[config.mk]
export PLATFORM = sky130hd
export DESIGN_NAME = dac_dbuf_front
export DESIGN_NICKNAME = d
export VERILOG_FILES = /design/src/rtl/dacfe_pkg.sv /design/src/rtl/dacfe_sync.sv /design/src/rtl/dacfe_decode.sv /design/src/rtl/dacfe_stage.sv /design/src/rtl/dac_dbuf_front.sv
export SDC_FILE = /design/constraint.sdc
export NUM_CORES = 1
export LEC_CHECK = 0
export ABC_AREA = 1
export BUFFER_PORTS_ARGS = -buffer_cell sky130_fd_sc_hd__buf_2
export CAP_MARGIN = 20
export CORE_MARGIN = 1.5
export CORE_UTILIZATION = 59
export DETAILED_ROUTE_END_ITERATION = 16
export PLACE_DENSITY = 0.85
export SLEW_MARGIN = 20
export SYNTH_ARGS = -nofsm -noshare
export SYNTH_HDL_FRONTEND = slang
export SYNTH_SLANG_ARGS = --single-unit
[constraint.sdc]
create_clock -name clk -period 3.01 [get_ports clk]
set_input_delay 0.301 -clock clk [delete_from_list [all_inputs] [get_ports clk]]
set_output_delay 0.301 -clock clk [all_outputs]
set_load 0.1 [all_outputs]
[src/rtl/dacfe_pkg.sv]
package dacfe_pkg;

    // bit 0: input stage loads, bit 1: DAC stage loads
    typedef enum logic [1:0] {
        OP_HOLD    = 2'b00,
        OP_CAPTURE = 2'b01,
        OP_LOAD    = 2'b10,
        OP_THRU    = 2'b11
    } op_e;

endpackage

[src/rtl/dacfe_sync.sv]
module dacfe_sync #(
    parameter int          W       = 1,
    parameter int          STAGES  = 2,
    parameter logic [W-1:0] RST_VAL = '0
) (
    input  logic         clk,
    input  logic         arst_n,
    input  logic [W-1:0] d_i,
    output logic [W-1:0] q_o
);

    logic [W-1:0] stg_d [STAGES];
    logic [W-1:0] stg_q [STAGES];

    always_comb begin
        stg_d[0] = d_i;
        for (int i = 1; i < STAGES; i++) begin
            stg_d[i] = stg_q[i-1];
        end
    end

    always_ff @(posedge clk or negedge arst_n) begin
        if (!arst_n) begin
            for (int i = 0; i < STAGES; i++) begin
                stg_q[i] <= RST_VAL;
            end
        end else begin
            for (int i = 0; i < STAGES; i++) begin
                stg_q[i] <= stg_d[i];
            end
        end
    end

    assign q_o = stg_q[STAGES-1];

endmodule

[src/rtl/dacfe_decode.sv]
module dacfe_decode
    import dacfe_pkg::*;
(
    input  logic cap_n_i,
    input  logic upd_i,
    output op_e  op_o
);

    always_comb begin
        unique case ({upd_i, cap_n_i})
            2'b00:   op_o = OP_CAPTURE;
            2'b01:   op_o = OP_HOLD;
            2'b10:   op_o = OP_THRU;
            default: op_o = OP_LOAD;
        endcase
    end

endmodule

[src/rtl/dacfe_stage.sv]
module dacfe_stage #(
    parameter int W = 16
) (
    input  logic         clk,
    input  logic         arst_n,
    input  logic         load_i,
    input  logic [W-1:0] val_i,
    input  logic         at_rst_i,
    output logic [W-1:0] val_o,
    output logic         at_rst_o
);

    typedef struct packed {
        logic [W-1:0] val;
        logic         at_rst;
    } stage_t;

    stage_t st_d, st_q;

    always_comb begin
        st_d = st_q;
        if (load_i) begin
            st_d.val    = val_i;
            st_d.at_rst = at_rst_i;
        end
    end

    always_ff @(posedge clk or negedge arst_n) begin
        if (!arst_n) begin
            st_q <= '{val: '0, at_rst: 1'b1};
        end else begin
            st_q <= st_d;
        end
    end

    assign val_o    = st_q.val;
    assign at_rst_o = st_q.at_rst;

    // an idle stage keeps both value and reset marker
    a_r7_stage_idle: assert property (@(posedge clk) disable iff (!arst_n)
        !load_i |=> ($stable(val_o) && $stable(at_rst_o)));

    // a loading stage shows the offered word one edge later
    a_r4_stage_take: assert property (@(posedge clk) disable iff (!arst_n)
        load_i |=> (val_o == $past(val_i) && at_rst_o == $past(at_rst_i)));

endmodule

[src/rtl/dac_dbuf_front.sv]
module dac_dbuf_front
    import dacfe_pkg::*;
#(
    parameter int W      = 16,
    parameter int STAGES = 2
) (
    input  logic         clk,
    input  logic         arst_n,
    input  logic         mid_sel,
    input  logic         cap_n,
    input  logic         upd,
    input  logic [W-1:0] din,
    output logic [W-1:0] code_o
);

    localparam logic [W-1:0] MID_CODE  = {1'b1, {(W-1){1'b0}}};
    localparam logic [W-1:0] ZERO_CODE = '0;

    // strobe pair idles as capture inactive, update inactive
    logic [1:0]   strb_s;
    logic [W-1:0] dat_s;
    op_e          op;

    logic [W-1:0] in_val, dac_val, dac_src_val;
    logic         in_rst, dac_rst, dac_src_rst;
    logic [W-1:0] rst_code, in_code;

    dacfe_sync #(.W(2), .STAGES(STAGES), .RST_VAL(2'b01)) u_strb_sync (
        .clk    (clk),
        .arst_n (arst_n),
        .d_i    ({upd, cap_n}),
        .q_o    (strb_s)
    );

    dacfe_sync #(.W(W), .STAGES(STAGES), .RST_VAL('0)) u_data_sync (
        .clk    (clk),
        .arst_n (arst_n),
        .d_i    (din),
        .q_o    (dat_s)
    );

    dacfe_decode u_decode (
        .cap_n_i (strb_s[0]),
        .upd_i   (strb_s[1]),
        .op_o    (op)
    );

    dacfe_stage #(.W(W)) u_in_stage (
        .clk      (clk),
        .arst_n   (arst_n),
        .load_i   (op[0]),
        .val_i    (dat_s),
        .at_rst_i (1'b0),
        .val_o    (in_val),
        .at_rst_o (in_rst)
    );

    // transparent case forwards the word the input stage is taking now
    always_comb begin
        if (op == OP_THRU) begin
            dac_src_val = dat_s;
            dac_src_rst = 1'b0;
        end else begin
            dac_src_val = in_val;
            dac_src_rst = in_rst;
        end
    end

    dacfe_stage #(.W(W)) u_dac_stage (
        .clk      (clk),
        .arst_n   (arst_n),
        .load_i   (op[1]),
        .val_i    (dac_src_val),
        .at_rst_i (dac_src_rst),
        .val_o    (dac_val),
        .at_rst_o (dac_rst)
    );

    assign rst_code = mid_sel ? MID_CODE : ZERO_CODE;
    assign in_code  = in_rst  ? rst_code : in_val;
    assign code_o   = dac_rst ? rst_code : dac_val;

    // reset code shown while reset is held
    always @(negedge clk) begin
        if (!arst_n) begin
            a_r1_reset_code: assert (code_o == (mid_sel ? MID_CODE : ZERO_CODE));
        end
    end

    // capture leaves the output alone and fills the input register
    a_r4_capture: assert property (@(posedge clk) disable iff (!arst_n)
        (op == OP_CAPTURE) |=> ($stable(code_o) && in_code == $past(dat_s)));

    // update copies the input register to the output
    a_r5_update: assert property (@(posedge clk) disable iff (!arst_n)
        (op == OP_LOAD) |=> (code_o == $past(in_code)));

    // both stages transparent
    a_r6_thru: assert property (@(posedge clk) disable iff (!arst_n)
        (op == OP_THRU) |=> (code_o == $past(dat_s) && in_code == $past(dat_s)));

    // no strobe active, nothing moves
    a_r7_hold: assert property (@(posedge clk) disable iff (!arst_n)
        (op == OP_HOLD) |=> ($stable(code_o) && $stable(in_code)));

endmodule

==> flow_summary_export.csv, run 1 <==
group,metric,value,unit
die,io_pins,37,
clock_network,clkTransAtPathRegs,0.07,ns
route,dr.pass1.iters,4,
setup_path,r2r_slack,1.71,ns
synth,ys_types,12,
setup_path,worstReg2RegEnd,"u_dac_stage.val_o[4]",
timing,relSlewSlack,44.2,%
synth,ys_ff_latch,70,
timing,worstMarginPinSlew,0.838,ns
setup_path,critPathRequiredTime,2.71,ns
timing,finalHoldViolCount,0,
clock_network,clock_tree.root_cell,"clkbuf_8",
synth,avgSynthCellArea,10.3,sq um
timing,setup_viol,0,
cells_and_area,drive_above_1_share,20.0,%
synth,synthesis.area,0.00252,sq mm
placed_design,dpl.hpwl,2.43,mm
cells_and_area,nNetsFinal,306,
setup_path,crit_type,"reg2out",
clock_network,cts_max_path_buffers,2,
clock_network,cts-resized-gates,0,
clock_network,cts_htree_levels,3,
route,routed_via_density,4.69,
hold_path,whs_endpoint,"u_strb_sync.stg_d[0]",
setup_path,start_kind,"flop",
placed_design,gp_congestion,0.721,
placed_design,io_buffers,36,
die,chipWidth,68.4,microns
cells_and_area,syn_to_final_growth,16.8,%
timing,holdWs,0.0623,ns
setup_path,r2r_start,"u_strb_sync.q_o[0]",
setup_path,reg2regPathDepth,4,
cells_and_area,layout_common_cells,"nand2_1 (67), dfrtp_1 (66), inv_1 (49)",
timing,grt_setup_unrepaired,"no",
clock_network,tritoncts,"done",
route,drt_first_iter_violations,92,
route,routed_wl,3.96,mm
timing,finalCritPeriodShare,64.5,%
grt,overflow,0,
grt,grt_pass1_vias,1560,
route,wl_per_cell,11.6,microns
die,core_area,0.00406,sq mm
timing,finClkSkew,0.00585,ns
die,core.rowCount,23,
grt,antenna_found_initial,0,
clock_network,clock_sinks,70,
setup_path,end_kind,"output pin",
timing,setup_tns,0,ns
timing,drv_slew,0,
power,cellLeakagePower,1.63,nW
die,die_h,68.4,microns
setup_path,cp_max_fo,18,
clock_network,holdBufCountCts,0,
grt,grt_pass1_wl,6.70,mm
flow_run,cap_violations,0,
route,drc,0,
die,start_util,62.1,%
power,max-vdd-ir-drop,0.491,mV
power,p_per_area,766,mW/mm^2
hold_path,whs_path_depth,1,
timing,max_freq,515,MHz
timing,final.min_clock_period,1.94,ns
clock_network,cts_buffers,9,
hold_path,min-delay-start,"cap_n",
clock_network,insertion_delay,0.34,ns
clock_network,cts_setup_buffers,0,
grt,grt_usage,20.8,%
synth,synthCells,245,
route,ant_nets,0,
status,status,"completed",
cells_and_area,final_common_cell,"nand2_1",
cells_and_area,num_antenna_cells,0,
grt,grt_max_degree,71,
die,die_area,0.00467,sq mm
hold_path,hold_path.class,"in2reg",
setup_path,arrival,1.64,ns
synth,ys_seq_area_share,69.7,%
synth,syn-num-nets,266,
route,vias,1594,
synth,yosysWarnings,0,
-- critical path: stages, from the launching register on --
cell and delay [ns]:
dfstp_2 0.71, nand2_1 0.08, o21ai_0 0.07, buf_2 0.44
-- where the power goes --
part / total (mW) / switching [mW] / internal (mW)
clock: 0.877 / 0.328 / 0.549
sequential: 1.04 / 0.0337 / 1.01
combinational: 0.336 / 0.271 / 0.0653
total: 2.26 / 0.633 / 1.62
-- metrics by stage --
| step | cell area [sq um] | instances | worst slack, ns | power (mW) | util, % |
|---|---|---|---|---|---|
| after floorplan | 2520 | 245 | 0.0970 | 1.32 | - |
| after global placement | 2710 | 324 | 1.44 | 1.39 | 66.7 |
| after detailed placement | 2710 | 324 | 1.41 | 1.40 | 66.7 |
| after CTS | 2940 | 340 | 1.05 | 2.27 | 72.6 |
| after global routing | 2940 | 340 | 0.940 | 2.35 | 72.6 |
| final | 2940 | 340 | 1.07 | 2.26 | 72.6 |
-- state kept, by name, summed over array words and instances, names as in the netlist --
| name | flops |
|---|---|
| u_dac_stage.val_o | 16 |
| u_data_sync.q_o | 16 |
| u_data_sync.stg_d | 16 |
| u_in_stage.val_o | 16 |
| u_strb_sync.q_o | 2 |
| u_strb_sync.stg_d | 2 |
| u_dac_stage.at_rst_o | 1 |
| u_in_stage.at_rst_o | 1 |
-- worst max path at each step --
stage | cells after the start | from | slack, ns | endpoint
global placement | 3 | u_dac_stage.at_rst_o | 1.44 | code_o[15]
floorplan | 2 | u_dac_stage.at_rst_o | 0.1 | code_o[15]
CTS | 3 | u_dac_stage.at_rst_o | 1.05 | code_o[15]
finish | 3 | u_dac_stage.at_rst_o | 1.07 | code_o[15]
global route | 3 | u_dac_stage.at_rst_o | 0.94 | code_o[15]
detailed placement | 3 | u_dac_stage.at_rst_o | 1.41 | code_o[15]
-- area by class of cell --
cell class	count	area (sq um)
repair buffers	37	188
flip-flops and latches	70	1760
fillers	290	1110
well taps	50	62.6
inverters	51	201
clock inverters	6	110
multi-input cells	116	498
clock buffers	10	128
-- per-layer routing --
metal  vias to the layer above  routed length (microns)  track usage (%)
met1                       752                     1710             25.3
met4                         0                       90             11.3
met3                        10                      202             6.58
met5                         -                        0                0
met2                        48                     1960             33.3
li1                        784                        -                -
-- cell usage after synthesis --
library cell	count	area, sq um
and2_1	16	100
buf_2	4	20.0
buf_6	4	45.0
dfrtp_1	66	1650
dfstp_2	4	105
inv_1	49	184
inv_6	2	17.5
nand2_1	67	251
nand3_1	16	80.1
nor2_1	15	56.3
o21ai_0	1	5.00
o21ai_1	1	5.00
-- cell families (layout without fill, tap and decap cells) --
logic type      Yosys count  in the layout  synth area share [%]
compound gates            2              2                 0.397
flops                    70             70                  69.7
simple gates            114            114                  19.4
buf+inv                  59            104                  10.6
(Power assumes the default switching activity.)
==> run 2: changes to the inputs <==
--- a/config.mk
+++ b/config.mk
@@ -5,13 +5,13 @@
 export SDC_FILE = /design/constraint.sdc
 export NUM_CORES = 1
 export LEC_CHECK = 0
-export ABC_AREA = 1
+export ABC_AREA = 0
 export BUFFER_PORTS_ARGS = -buffer_cell sky130_fd_sc_hd__buf_2
 export CAP_MARGIN = 20
 export CORE_MARGIN = 1.5
-export CORE_UTILIZATION = 59
+export CORE_UTILIZATION = 54
 export DETAILED_ROUTE_END_ITERATION = 16
-export PLACE_DENSITY = 0.85
+export PLACE_DENSITY = 0.8
 export SLEW_MARGIN = 20
 export SYNTH_ARGS = -nofsm -noshare
 export SYNTH_HDL_FRONTEND = slang
==> constraint.sdc (replaced) <==
create_clock -name clk -period 1.9 [get_ports clk]
set_input_delay 0.19 -clock clk [delete_from_list [all_inputs] [get_ports clk]]
set_output_delay 0.19 -clock clk [all_outputs]
set_load 0.1 [all_outputs]
==> flow_summary_export.csv, run 2 <==
group,metric,value,unit
power,max-vdd-ir-drop,1.01,mV
timing,relSlewSlack,67.7,%
cells_and_area,nNetsFinal,214,
clock_network,cts_max_path_buffers,2,
cells_and_area,drive_above_1_share,49.0,%
setup_path,critPathRequiredTime,1.71,ns
die,core.rowCount,23,
timing,setup_viol,0,
route,drt_first_iter_violations,34,
die,die_h,69.1,microns
clock_network,tritoncts,"done",
clock_network,cts_buffers,9,
route,wl_per_cell,15.3,microns
synth,syn-num-nets,146,
setup_path,reg2regPathDepth,3,
grt,grt_max_degree,26,
clock_network,clock_tree.root_cell,"clkbuf_8",
timing,finClkSkew,0.00702,ns
synth,ys_types,11,
cells_and_area,layout_common_cells,"dfrtp_1 (66), buf_2 (36), dlygate4sd3_1 (19)",
route,drc,0,
synth,ys_seq_area_share,74.6,%
route,dr.pass1.iters,4,
synth,yosysTopAreaCell,"dfrtp_1",
route,routed_wl,3.81,mm
grt,overflow,0,
timing,finalCritPeriodShare,89.1,%
die,start_util,57.7,%
hold_path,hold_path.class,"in2async",
timing,worstMarginPinSlew,0.488,ns
grt,antenna_found_initial,0,
route,ant_nets,0,
synth,synth_edf_count,0,
timing,drv_slew,0,
timing,grt_setup_unrepaired,"no",
synth,avgSynthCellArea,18.8,sq um
cells_and_area,design_area,0.00307,sq mm
synth,ys_ff_latch,70,
status,status,"completed",
flow_run,cap_violations,0,
route,vias,1208,
die,die_area,0.00477,sq mm
setup_path,end_kind,"output pin",
grt,grt_usage,18.4,%
cells_and_area,num_antenna_cells,0,
setup_path,start_kind,"flop",
clock_network,clkTransAtPathRegs,0.07,ns
timing,finalHoldViolCount,0,
clock_network,cts-resized-gates,0,
synth,synthCells,125,
die,chipWidth,69.1,microns
route,routed_via_density,4.87,
synth,synth.most_common_cell,"dfrtp_1",
synth,yosys-top-cells-area,"dfrtp_1 (70%), mux2_4 (11%), mux2_2 (7.6%)",
clock_network,cts_setup_buffers,0,
synth,ys.flop_type,"dfrtp_1",
placed_design,gp_congestion,0.685,
cells_and_area,final_common_cell,"dfrtp_1",
clock_network,holdBufCountCts,19,
timing,max_freq,591,MHz
placed_design,placed_cell_area,0.00264,sq mm
synth,synthArstFlopShare,100,%
setup_path,crit_type,"reg2out",
die,core_area,0.00409,sq mm
setup_path,cp_max_fo,16,
clock_network,clock_sinks,70,
synth,synth_top_cell_area_share,70.1,%
clock_network,cts_htree_levels,3,
grt,grt_pass1_wl,6.51,mm
power,cellLeakagePower,1.46,nW
setup_path,arrival,1.50,ns
clock_network,insertion_delay,0.33,ns
cells_and_area,fin_util,75.0,%
power,p_per_area,1220,mW/mm^2
timing,final.min_clock_period,1.69,ns
cells_and_area,syn_to_final_growth,30.1,%
die,io_pins,37,
synth,synthesis.area,0.00236,sq mm
synth,yosysWarnings,0,
grt,grt_pass1_vias,1416,
synth,synth_commonest_cells,"dfrtp_1 (66), mux2_4 (18), mux2_2 (16), nor2b_1 (15), dfstp_2 (4)",
placed_design,dpl.hpwl,2.30,mm
placed_design,io_buffers,36,
## run 2: worst paths after layout
| check | startpoint | slack, ns | end |
|---|---|---|---|
| hold reg to reg | u_data_sync.stg_d[8] | 0.35 | u_data_sync.q_o[8] |
| hold / removal | arst_n | 0.25 | u_data_sync.stg_d[5] |
| max in group asynchronous | arst_n | 1.16 | u_in_stage.val_o[9] |
| setup reg to reg | u_strb_sync.q_o[0] | 0.36 | u_dac_stage.val_o[6] |
| setup / recovery | u_dac_stage.at_rst_o | 0.21 | code_o[8] |
| min in group clk | u_data_sync.stg_d[8] | 0.35 | u_data_sync.q_o[8] |
## run 2: cell type report
type	count	area, sq um
Clock buffer	13	169
Clock inverter	3	65.1
Fill cell	242	1020
Multi-Input combinational cell	50	552
Sequential cell	70	1760
Tap cell	50	62.6
Timing Repair Buffer	62	460
## run 2: per-stage QoR
step / worst slack, ns / TNS [ns] / std cells / power (mW) / hold slack, ns
CTS: 0.194 / 0 / 248 / 3.75 / 0.264
global placement: 0.401 / 0 / 213 / 2.36 / 0.0816
floorplan: -0.215 / -2.05 / 125 / 2.24 / -0.106
detailed placement: 0.387 / 0 / 213 / 2.38 / 0.0784
finish: 0.208 / 0 / 248 / 3.73 / 0.252
global route: 0.153 / 0 / 248 / 3.87 / 0.250
## run 2: routing by layer
metal,share of wire (%),GRT usage [%],vias up
met5,0,0,-
met4,2.7,8.28,0
met3,3.9,7.46,9
met2,51,30.3,31
met1,42,21.0,622
li1,-,-,546
## run 2: report_power, final
part	internal, mW	switching [mW]	leakage [nW]
logic	0.215	0.501	0.528
registers	1.62	0.0536	0.812
clock network	0.845	0.496	0.120
total	2.68	1.05	1.46
## run 2: cells by family (layout without fill, tap and decap cells)
logic type	Yosys count	count (layout)	synth area share [%]
flip-flops	70	70	74.6
AND/OR/NAND/NOR	16	16	4.30
buffers and inverters	5	78	2.02
multiplexers	34	34	19.1
## run 2: worst max-delay path, cell delays in order (launching register included)
cell and delay [ns]:
dfstp_2 0.38, buf_4 0.19, nor2b_1 0.15, buf_2 0.44
